[config.mk]
export PLATFORM = sky130hd
export DESIGN_NAME = cart_bank_xlat
export DESIGN_NICKNAME = d
export VERILOG_FILES = /design/src/rtl/cbx_pkg.sv /design/src/rtl/cbx_rst_sync.sv /design/src/rtl/cbx_cfg_regs.sv /design/src/rtl/cbx_prog_map.sv /design/src/rtl/cbx_pat_map.sv /design/src/rtl/cart_bank_xlat.sv
export SDC_FILE = /design/constraint.sdc
export NUM_CORES = 1
export LEC_CHECK = 0
export BUFFER_PORTS_ARGS = -buffer_cell sky130_fd_sc_hd__buf_2
export CAP_MARGIN = 15
export CORE_ASPECT_RATIO = 1.4
export CORE_MARGIN = 10
export CORE_UTILIZATION = 38
export DETAILED_ROUTE_END_ITERATION = 10
export PLACE_DENSITY = 0.76
export SYNTH_ARGS = -nofsm -noshare
export SYNTH_HDL_FRONTEND = slang
export SYNTH_SLANG_ARGS = --single-unit
[constraint.sdc]
create_clock -name clk -period 0.95 [get_ports clk]
set_input_delay 0.095 -clock clk [delete_from_list [all_inputs] [get_ports clk]]
set_output_delay 0.095 -clock clk [all_outputs]
set_load 0.02 [all_outputs]
[src/rtl/cbx_pkg.sv]
package cbx_pkg;
  localparam int CFG_W   = 5;
  localparam int NUM_CFG = 4;

  typedef logic [CFG_W-1:0] cfg_t;

  // word indices
  localparam logic [1:0] IDX_CTRL   = 2'd0;
  localparam logic [1:0] IDX_PAT_LO = 2'd1;
  localparam logic [1:0] IDX_PAT_HI = 2'd2;
  localparam logic [1:0] IDX_PROG   = 2'd3;

  // control field positions
  localparam int CTRL_PAT4K_BIT  = 4;
  localparam int CTRL_PROG16_BIT = 3;
  localparam int CTRL_SLOT_BIT   = 2;
  localparam int PROG_RAMOFF_BIT = 4;

  localparam cfg_t CTRL_RESET   = 5'h0C;
  localparam cfg_t RESTORE_MASK = 5'h0C;

  typedef enum logic [1:0] {
    NT_SINGLE_LO = 2'd0,
    NT_SINGLE_HI = 2'd1,
    NT_VERT      = 2'd2,
    NT_HORZ      = 2'd3
  } nt_mode_e;

  typedef enum logic [1:0] {
    PM_WIDE      = 2'd0,
    PM_SWAP_LOW  = 2'd1,
    PM_SWAP_HIGH = 2'd2
  } prog_mode_e;

  function automatic prog_mode_e prog_mode(input cfg_t ctrl);
    if (!ctrl[CTRL_PROG16_BIT])   return PM_WIDE;
    else if (ctrl[CTRL_SLOT_BIT]) return PM_SWAP_LOW;
    else                          return PM_SWAP_HIGH;
  endfunction
endpackage

[src/rtl/cbx_rst_sync.sv]
module cbx_rst_sync (
  input  logic clk,
  input  logic rst_n,
  output logic rst_n_sync
);
  logic [1:0] stage_q;

  always_ff @(posedge clk or negedge rst_n) begin
    if (!rst_n) stage_q <= 2'b00;
    else        stage_q <= {stage_q[0], 1'b1};
  end

  assign rst_n_sync = stage_q[1];
endmodule

[src/rtl/cbx_cfg_regs.sv]
module cbx_cfg_regs
  import cbx_pkg::*;
#(
  parameter bit EXT = 1'b1
) (
  input  logic                   clk,
  input  logic                   rst_n,
  input  logic                   wr_en,
  input  logic [1:0]             wr_idx,
  input  cfg_t                   wr_data,
  input  logic                   restore,
  output cfg_t [NUM_CFG-1:0]     cfg_q,
  output logic                   hi_q,
  output cfg_t                   src_q
);
  logic wr_ok;
  logic pat_wr;
  logic side_en;
  logic hi_d;
  cfg_t src_d;

  assign wr_ok  = wr_en && !restore;
  assign pat_wr = wr_ok && ((wr_idx == IDX_PAT_LO) || (wr_idx == IDX_PAT_HI));

  // one register per control word, each with its own load enable
  for (genvar g = 0; g < NUM_CFG; g++) begin : g_word
    localparam cfg_t RST_VAL = (g == 0) ? CTRL_RESET : '0;
    logic ld_en;
    cfg_t word_d;

    always_comb begin
      ld_en  = 1'b0;
      word_d = cfg_q[g];
      if (restore && (g == 0)) begin
        ld_en  = 1'b1;
        word_d = cfg_q[g] | RESTORE_MASK;
      end else if (wr_ok && (wr_idx == 2'(g))) begin
        ld_en  = 1'b1;
        word_d = wr_data;
      end
    end

    always_ff @(posedge clk or negedge rst_n) begin
      if (!rst_n)     cfg_q[g] <= RST_VAL;
      else if (ld_en) cfg_q[g] <= word_d;
    end
  end

  // side state taken from the last pattern write
  always_comb begin
    side_en = pat_wr;
    src_d   = wr_data;
    hi_d    = EXT ? wr_data[CFG_W-1] : 1'b0;
  end

  always_ff @(posedge clk or negedge rst_n) begin
    if (!rst_n) begin
      hi_q  <= 1'b0;
      src_q <= '0;
    end else if (side_en) begin
      hi_q  <= hi_d;
      src_q <= src_d;
    end
  end
endmodule

[src/rtl/cbx_prog_map.sv]
module cbx_prog_map
  import cbx_pkg::*;
#(
  parameter int PB        = 5,
  parameter int RAM_BANKS = 4,
  parameter bit EXT       = 1'b1,
  localparam int PA_W     = 14 + PB
) (
  input  cfg_t              ctrl,
  input  cfg_t              prog_sel,
  input  logic              hi,
  input  cfg_t              ram_src,
  input  logic [15:0]       cpu_addr,
  output logic [PA_W-1:0]   rom_addr,
  output logic              rom_cs,
  output logic [14:0]       ram_addr,
  output logic              ram_cs
);
  localparam logic [1:0] RAM_MASK = 2'(RAM_BANKS - 1);

  logic       win;
  logic [3:0] nib;
  logic [4:0] bank_full;
  logic [1:0] ram_raw;
  logic [1:0] ram_sel;

  assign win = cpu_addr[14];
  assign nib = prog_sel[3:0];

  always_comb begin
    unique case (prog_mode(ctrl))
      PM_WIDE:      bank_full = {hi, nib[3:1], win};
      PM_SWAP_LOW:  bank_full = win ? {hi, 4'hF} : {hi, nib};
      PM_SWAP_HIGH: bank_full = win ? {hi, nib}  : {hi, 4'h0};
      default:      bank_full = {hi, nib};
    endcase
  end

  assign rom_addr = {bank_full[PB-1:0], cpu_addr[13:0]};
  assign rom_cs   = cpu_addr[15];

  if (EXT) begin : g_ram_ext
    assign ram_raw = {1'b0, ram_src[3]};
  end else begin : g_ram_std
    assign ram_raw = ram_src[4:3];
  end

  assign ram_sel  = ram_raw & RAM_MASK;
  assign ram_addr = {ram_sel, cpu_addr[12:0]};
  assign ram_cs   = !prog_sel[PROG_RAMOFF_BIT] && (cpu_addr[15:13] == 3'b011);
endmodule

[src/rtl/cbx_pat_map.sv]
module cbx_pat_map
  import cbx_pkg::*;
#(
  parameter int CB    = 5,
  localparam int PT_W = 12 + CB
) (
  input  cfg_t              ctrl,
  input  cfg_t              lo_sel,
  input  cfg_t              hi_sel,
  input  logic [13:0]       ppu_addr,
  output logic [PT_W-1:0]   pat_addr,
  output logic              nt_a10
);
  logic win;
  cfg_t bank_full;

  assign win = ppu_addr[12];

  always_comb begin
    if (ctrl[CTRL_PAT4K_BIT]) bank_full = win ? hi_sel : lo_sel;
    else                      bank_full = {lo_sel[4:1], win};
  end

  assign pat_addr = {bank_full[CB-1:0], ppu_addr[11:0]};

  always_comb begin
    unique case (nt_mode_e'(ctrl[1:0]))
      NT_SINGLE_LO: nt_a10 = 1'b0;
      NT_SINGLE_HI: nt_a10 = 1'b1;
      NT_VERT:      nt_a10 = ppu_addr[10];
      NT_HORZ:      nt_a10 = ppu_addr[11];
      default:      nt_a10 = 1'b0;
    endcase
  end
endmodule

[src/rtl/cart_bank_xlat.sv]
module cart_bank_xlat
  import cbx_pkg::*;
#(
  parameter int PROG_BANK_BITS = 5,
  parameter int PAT_BANK_BITS  = 5,
  parameter int RAM_BANKS      = 4,
  localparam int PROG_ADDR_W   = 14 + PROG_BANK_BITS,
  localparam int PAT_ADDR_W    = 12 + PAT_BANK_BITS
) (
  input  logic                   clk,
  input  logic                   rst_n,
  input  logic                   cfg_wr_en,
  input  logic [1:0]             cfg_wr_idx,
  input  logic [4:0]             cfg_wr_data,
  input  logic                   mode_restore,
  input  logic [15:0]            cpu_addr,
  output logic [PROG_ADDR_W-1:0] prog_rom_addr,
  output logic                   prog_rom_cs,
  output logic [14:0]            prog_ram_addr,
  output logic                   prog_ram_cs,
  input  logic [13:0]            ppu_addr,
  output logic [PAT_ADDR_W-1:0]  pat_addr,
  output logic                   nt_a10
);
  localparam bit EXT_PROG = (PROG_BANK_BITS == 5);

  logic               rst_n_sync;
  cfg_t [NUM_CFG-1:0] cfg_q;
  logic               hi_q;
  cfg_t               src_q;

  cbx_rst_sync u_rst (
    .clk        (clk),
    .rst_n      (rst_n),
    .rst_n_sync (rst_n_sync)
  );

  cbx_cfg_regs #(.EXT(EXT_PROG)) u_regs (
    .clk     (clk),
    .rst_n   (rst_n_sync),
    .wr_en   (cfg_wr_en),
    .wr_idx  (cfg_wr_idx),
    .wr_data (cfg_wr_data),
    .restore (mode_restore),
    .cfg_q   (cfg_q),
    .hi_q    (hi_q),
    .src_q   (src_q)
  );

  cbx_prog_map #(.PB(PROG_BANK_BITS), .RAM_BANKS(RAM_BANKS), .EXT(EXT_PROG)) u_prog (
    .ctrl     (cfg_q[IDX_CTRL]),
    .prog_sel (cfg_q[IDX_PROG]),
    .hi       (hi_q),
    .ram_src  (src_q),
    .cpu_addr (cpu_addr),
    .rom_addr (prog_rom_addr),
    .rom_cs   (prog_rom_cs),
    .ram_addr (prog_ram_addr),
    .ram_cs   (prog_ram_cs)
  );

  cbx_pat_map #(.CB(PAT_BANK_BITS)) u_pat (
    .ctrl     (cfg_q[IDX_CTRL]),
    .lo_sel   (cfg_q[IDX_PAT_LO]),
    .hi_sel   (cfg_q[IDX_PAT_HI]),
    .ppu_addr (ppu_addr),
    .pat_addr (pat_addr),
    .nt_a10   (nt_a10)
  );
endmodule

After elaboration in Yosys (flattened, before gate mapping)
Cells that the tools add are included.
Storage, ports and cells
  output and inout bits: 54
  bits of input ports: 41
  bits in registers: 27
  logic and storage cells: 52
Operators by class
  bitwise logic cells: 1
  reductions and logical operators: 19
  multiplexer cells: 15
  eq/ne operators: 9
Operator list (count)
  4-bit 2-to-1 mux: 4
  4-bit one-hot mux with 3 select lines: 1
  2-bit equality test (second input constant): 5
  5-bit 2-to-1 mux: 2
  2-bit AND reduction: 4
  1-bit logical AND: 7
  2-bit by 1-bit equality test with 1-bit output (second input constant): 3
  2-bit zero test: 3
  1-bit 2-to-1 mux: 5
  2-bit 2-to-1 mux: 2
  1-bit one-hot mux with 4 select lines: 1
  3-bit by 2-bit equality test with 1-bit output (second input constant): 1
  3-bit AND reduction: 1
  1-bit zero test: 2
  2-bit nonzero test: 1
  1-bit logical OR: 1
  1-bit NOT: 1

Longest topological paths before layout
  depth after elaboration: 6
  gate-level depth with buffers: 4
  gate-level depth less buffers: 4

Cells and area by module
From an unflattened synthesis, not the netlist that was laid out.
Unflattened totals
  cell total of the unflattened synthesis: 138
  area, all modules: 1595.3 sq um
By module, submodules not included
  cbx_cfg_regs: area an instance 1026.0 sq um, instances 1, cells each 65, seq. area each 628.1 sq um
  cbx_prog_map: area an instance 329.1 sq um, instances 1, cells each 48, seq. area each 0.0 sq um
  cbx_pat_map: area an instance 186.4 sq um, instances 1, cells each 22, seq. area each 0.0 sq um
  cbx_rst_sync: area an instance 53.8 sq um, instances 1, cells each 3, seq. area each 50.0 sq um

Worst setup path before layout
Ideal clock, no wire load.
  path kind: register to output
  from: register u_regs.cfg_q[3] (netlist bit)
  to: output prog_rom_addr[16]
  setup slack: -0.126 ns
  data arrival time: 0.981 ns
  required time: 0.855 ns
  path buffers: 0
  cell stages (with the launch flop): 3
  path through: dfstp_2 > a21oi_1 > o22ai_1
On the way
  longest elaborated chain between the ends: 3
RTL lines
  start, declared: RTL line cbx_cfg_regs.sv:12  | output cfg_t [NUM_CFG-1:0] cfg_q,
  start signal, assigned by index: RTL line cbx_cfg_regs.sv:45  | else if (ld_en) cfg_q[g] <= word_d;
  2-bit 2-to-1 mux (*): RTL line cbx_pkg.sv:36  | if (!ctrl[CTRL_PROG16_BIT]) return PM_WIDE;
  2-bit equality test (tied with other cells): RTL line cbx_prog_map.sv:31  | unique case (prog_mode(ctrl))
  4-bit one-hot mux with 3 select lines (*): RTL line cbx_prog_map.sv:31
  end, declared: RTL line cart_bank_xlat.sv:17  | output logic [PROG_ADDR_W-1:0] prog_rom_addr,
Mark *: on every way between the ends. The rest lies on a longest branch, timed or not.

Worst setup path after layout
  from: register u_regs.cfg_q[3] (netlist bit)
  to: output prog_rom_addr[17]
The elaborated chain is that of the path after synthesis.

==> results by group <==
Status
  • Failing checks: negative setup slack
  • Status: finished, violations left

Yosys
  • Top_reg_cell synth: dfrtp_1
  • Seq cells post-synth: 24
  • Count leader, synth: buf_4
  • Area leader, netlist: dfrtp_1
  • Synth warn: 0
  • Top cells by area, synth: dfrtp_1 38%, buf_4 22%, mux2_2 19%, dfstp_2 3.6%, ha_1 3.5%
  • Synth Cell Area: ~1400 sq um
  • Distinct cell type count after synthesis: 18
  • Syn_nets: 176
  • Syn_area_per_cell: between 10 and 15 sq um
  • Post-synth ARST share: 1.00
  • Synth top area share: 0.381
  • Post-synth top cells: 42 x buf_4, 24 x mux2_2, 22 x dfrtp_1
  • Mapped Cells: roughly 130
  • Sequential area share after synthesis: 0.417
  • Post-synth EDFFs: 0

Cells and area
  • Final Cell Area: 1620 sq um
  • Antenna diodes: 0
  • # fillers: 342
  • Nets: around 180
  • Share of cells above drive strength 1: 0.615
  • Area growth, synth to finish: 11.9%

Power and ir drop
  • Leakage: between 0.0008 and 0.0009 uW
  • PwrDens: 1950 nW/um^2
  • VDD IR max: 1.14 mV

Detailed routing
  • Drt first pass iters: 4
  • Antenna viol nets, final: 0
  • Initial DRC Count: 19
  • Vias per inst: roughly 5.3
  • # DRC: 0
  • Wire length reported by the detailed router: around 3200 um
  • DR WL/cell: roughly 18 um
  • Via count: between 900 and 1,000

STA
  • # setup viols final: 11
  • Tcrit/Tclk final: 1.48
  • Final Skew: 6.46 ps
  • Setup ws final: -454 ps
  • Min cycle time layout: between 1000 and 1500 ps
  • Unrepaired setup endpoints after global routing: true
  • Slew Limit Fails: 0
  • FMAX: 712 MHz
  • Final hold viol count: 0

Placement
  • Detail Placement HPWL: 2560 um
  • Dpl ws: -228 ps
  • Routability cong.: just under 0.9
  • Dpl cell area: approximately 1400 sq um
  • Port-buffer cells: 33

Floorplan
  • Initial Util: 0.393
  • Chip height: between 90 and 100 um
  • Core area: about 3700 sq um
  • Rows: 26
  • Number of top-level pins: 95
  • Area of the die: approximately 6700 sq um
  • Chip width: slightly above 70 um

Critical path
  • Cells along the critical path: nor2b_4 > o22ai_2 > buf_6
  • CP Capture Type: primary output
  • Critical path's largest stage delay: slightly below 600 ps
  • CP Max Fanout: 6
  • Data required, critical path: around 850 ps
  • CP Class: register to primary output
  • Startpoint Class: register
  • Critical Path AT: 1310 ps
  • CP max stage cell: dfstp_2

Hold path
  • Min-Delay Path Class: input port to register

Job
  • # Max-Cap Violations: 0

CTS
  • Max clock buf depth: 2
  • H-tree depth: 1
  • CTS Buf Count: 3
  • Clk_lat worst skew: approximately 270 ps
  • CTS tree: built
  • Num Clock Sinks: 24
  • CTS clk-pin slew, worst paths: around 90 ps
  • Root buffer cell: clkbuf_8

Global route
  • First-pass GRT wire length: 5240 um
  • Initial antenna violation count: 0
  • GRT Overall Usage: 0.0958
  • Total gr overflow: 0
  • Vias in the first global route: 1,045
  • Largest net degree at the start of global routing: 23
-- registers in the layout, indices dropped and copies added (netlist names) --
signal / count
u_regs.src_q: 1
u_rst.stage_q: 2
u_regs.cfg_q: 20
u_regs.hi_q: 1
-- placed cells by master (no fill, tap or decap), drive strengths merged --
| master | instances |
|---|---|
| buf | 41 |
| mux2 | 24 |
| dfrtp | 22 |
| inv | 8 |
| a21oi | 6 |
| nand3b | 5 |
| ha | 4 |
| clkbuf | 4 |
| o22ai | 3 |
| nand2 | 3 |
| a31oi | 2 |
| and3 | 2 |
| a211o | 2 |
| conb | 2 |
| dfstp | 2 |
| nor2b | 1 |
| nand2b | 1 |
| o2bb2ai | 1 |
| nor3 | 1 |
| dlygate4sd3 | 1 |
-- kinds of logic after synthesis --
logic type / synth area share
mux: 0.187
other cells: 0.00520
buf+inv: 0.239
simple gates: 0.0563
compound gates: 0.0606
flops: 0.417
fa+ha+maj: 0.0346
-- repair_timing --
item | in CTS | in global routing
pin swaps | 4 | 0
endpoints found under the hold margin | 2 | 0
gates resized for setup | 23 | 3
endpoints found under the setup margin | 11 | 13
hold buffers | 1 | 0
setup buffers | 2 | 2
gates cloned | 0 | 0
-- critical path, delay by kind of cell (launching register included) --
family	cells	cell delay [ps]
compound gates	1	100
buf+inv	1	140
simple gates	1	220
flops	1	580
-- final cells by class --
class	instances	area, sq um	area share
clock buffer	4	55.1	0.0341
timing repair buffer	42	297	0.183
sequential	24	603	0.373
multi-input combinational	57	579	0.358
inverter	8	30.0	0.0186
tap	42	52.6	0.0325
-- through the flow --
step	instances	utilization	TNS (ps)	total power, uW	hold WS [ps]
2_1_floorplan	131	-	-183	2190	-201
3_3_place_gp	168	0.390	-4310	2210	-120
3_5_place_dp	168	0.390	-5610	2260	-117
4_1_cts	175	0.433	-4030	3130	112
5_1_grt	177	0.440	-4530	3320	108
6_report	177	0.440	-4050	3160	107
-- final timing paths --
path	from	endpoint	slack, ps	cells after the start
hold reg to reg	u_rst.stage_q[1]	u_regs.cfg_q[14]	210	1
setup reg to reg	u_regs.cfg_q[4]	u_regs.cfg_q[4]	20	2
min in group asynchronous	rst_n	u_rst.stage_q[1]	120	2
max in group asynchronous	u_rst.stage_q[1]	u_regs.cfg_q[3]	450	1
hold / removal	cfg_wr_data[0]	u_regs.cfg_q[5]	110	2
setup / recovery	u_regs.cfg_q[3]	prog_rom_addr[17]	-450	3
-- per-layer routing --
layer / share of wire / GRT usage / routed length [um] / vias to the layer above
li1: - / - / - / 408
met1: 0.39 / 0.102 / 1250 / 447
met2: 0.45 / 0.148 / 1450 / 51
met3: 0.090 / 0.0321 / 290 / 31
met4: 0.072 / 0.0825 / 232 / 0
met5: 0 / 0 / 0 / -
-- where the power goes --
| group | total, uW | internal (uW) | switching, uW |
|---|---|---|---|
| sequential | 1360 | 1220 | 133 |
| combinational | 1090 | 595 | 497 |
| clock | 709 | 371 | 338 |
(Power assumes the default switching activity.)
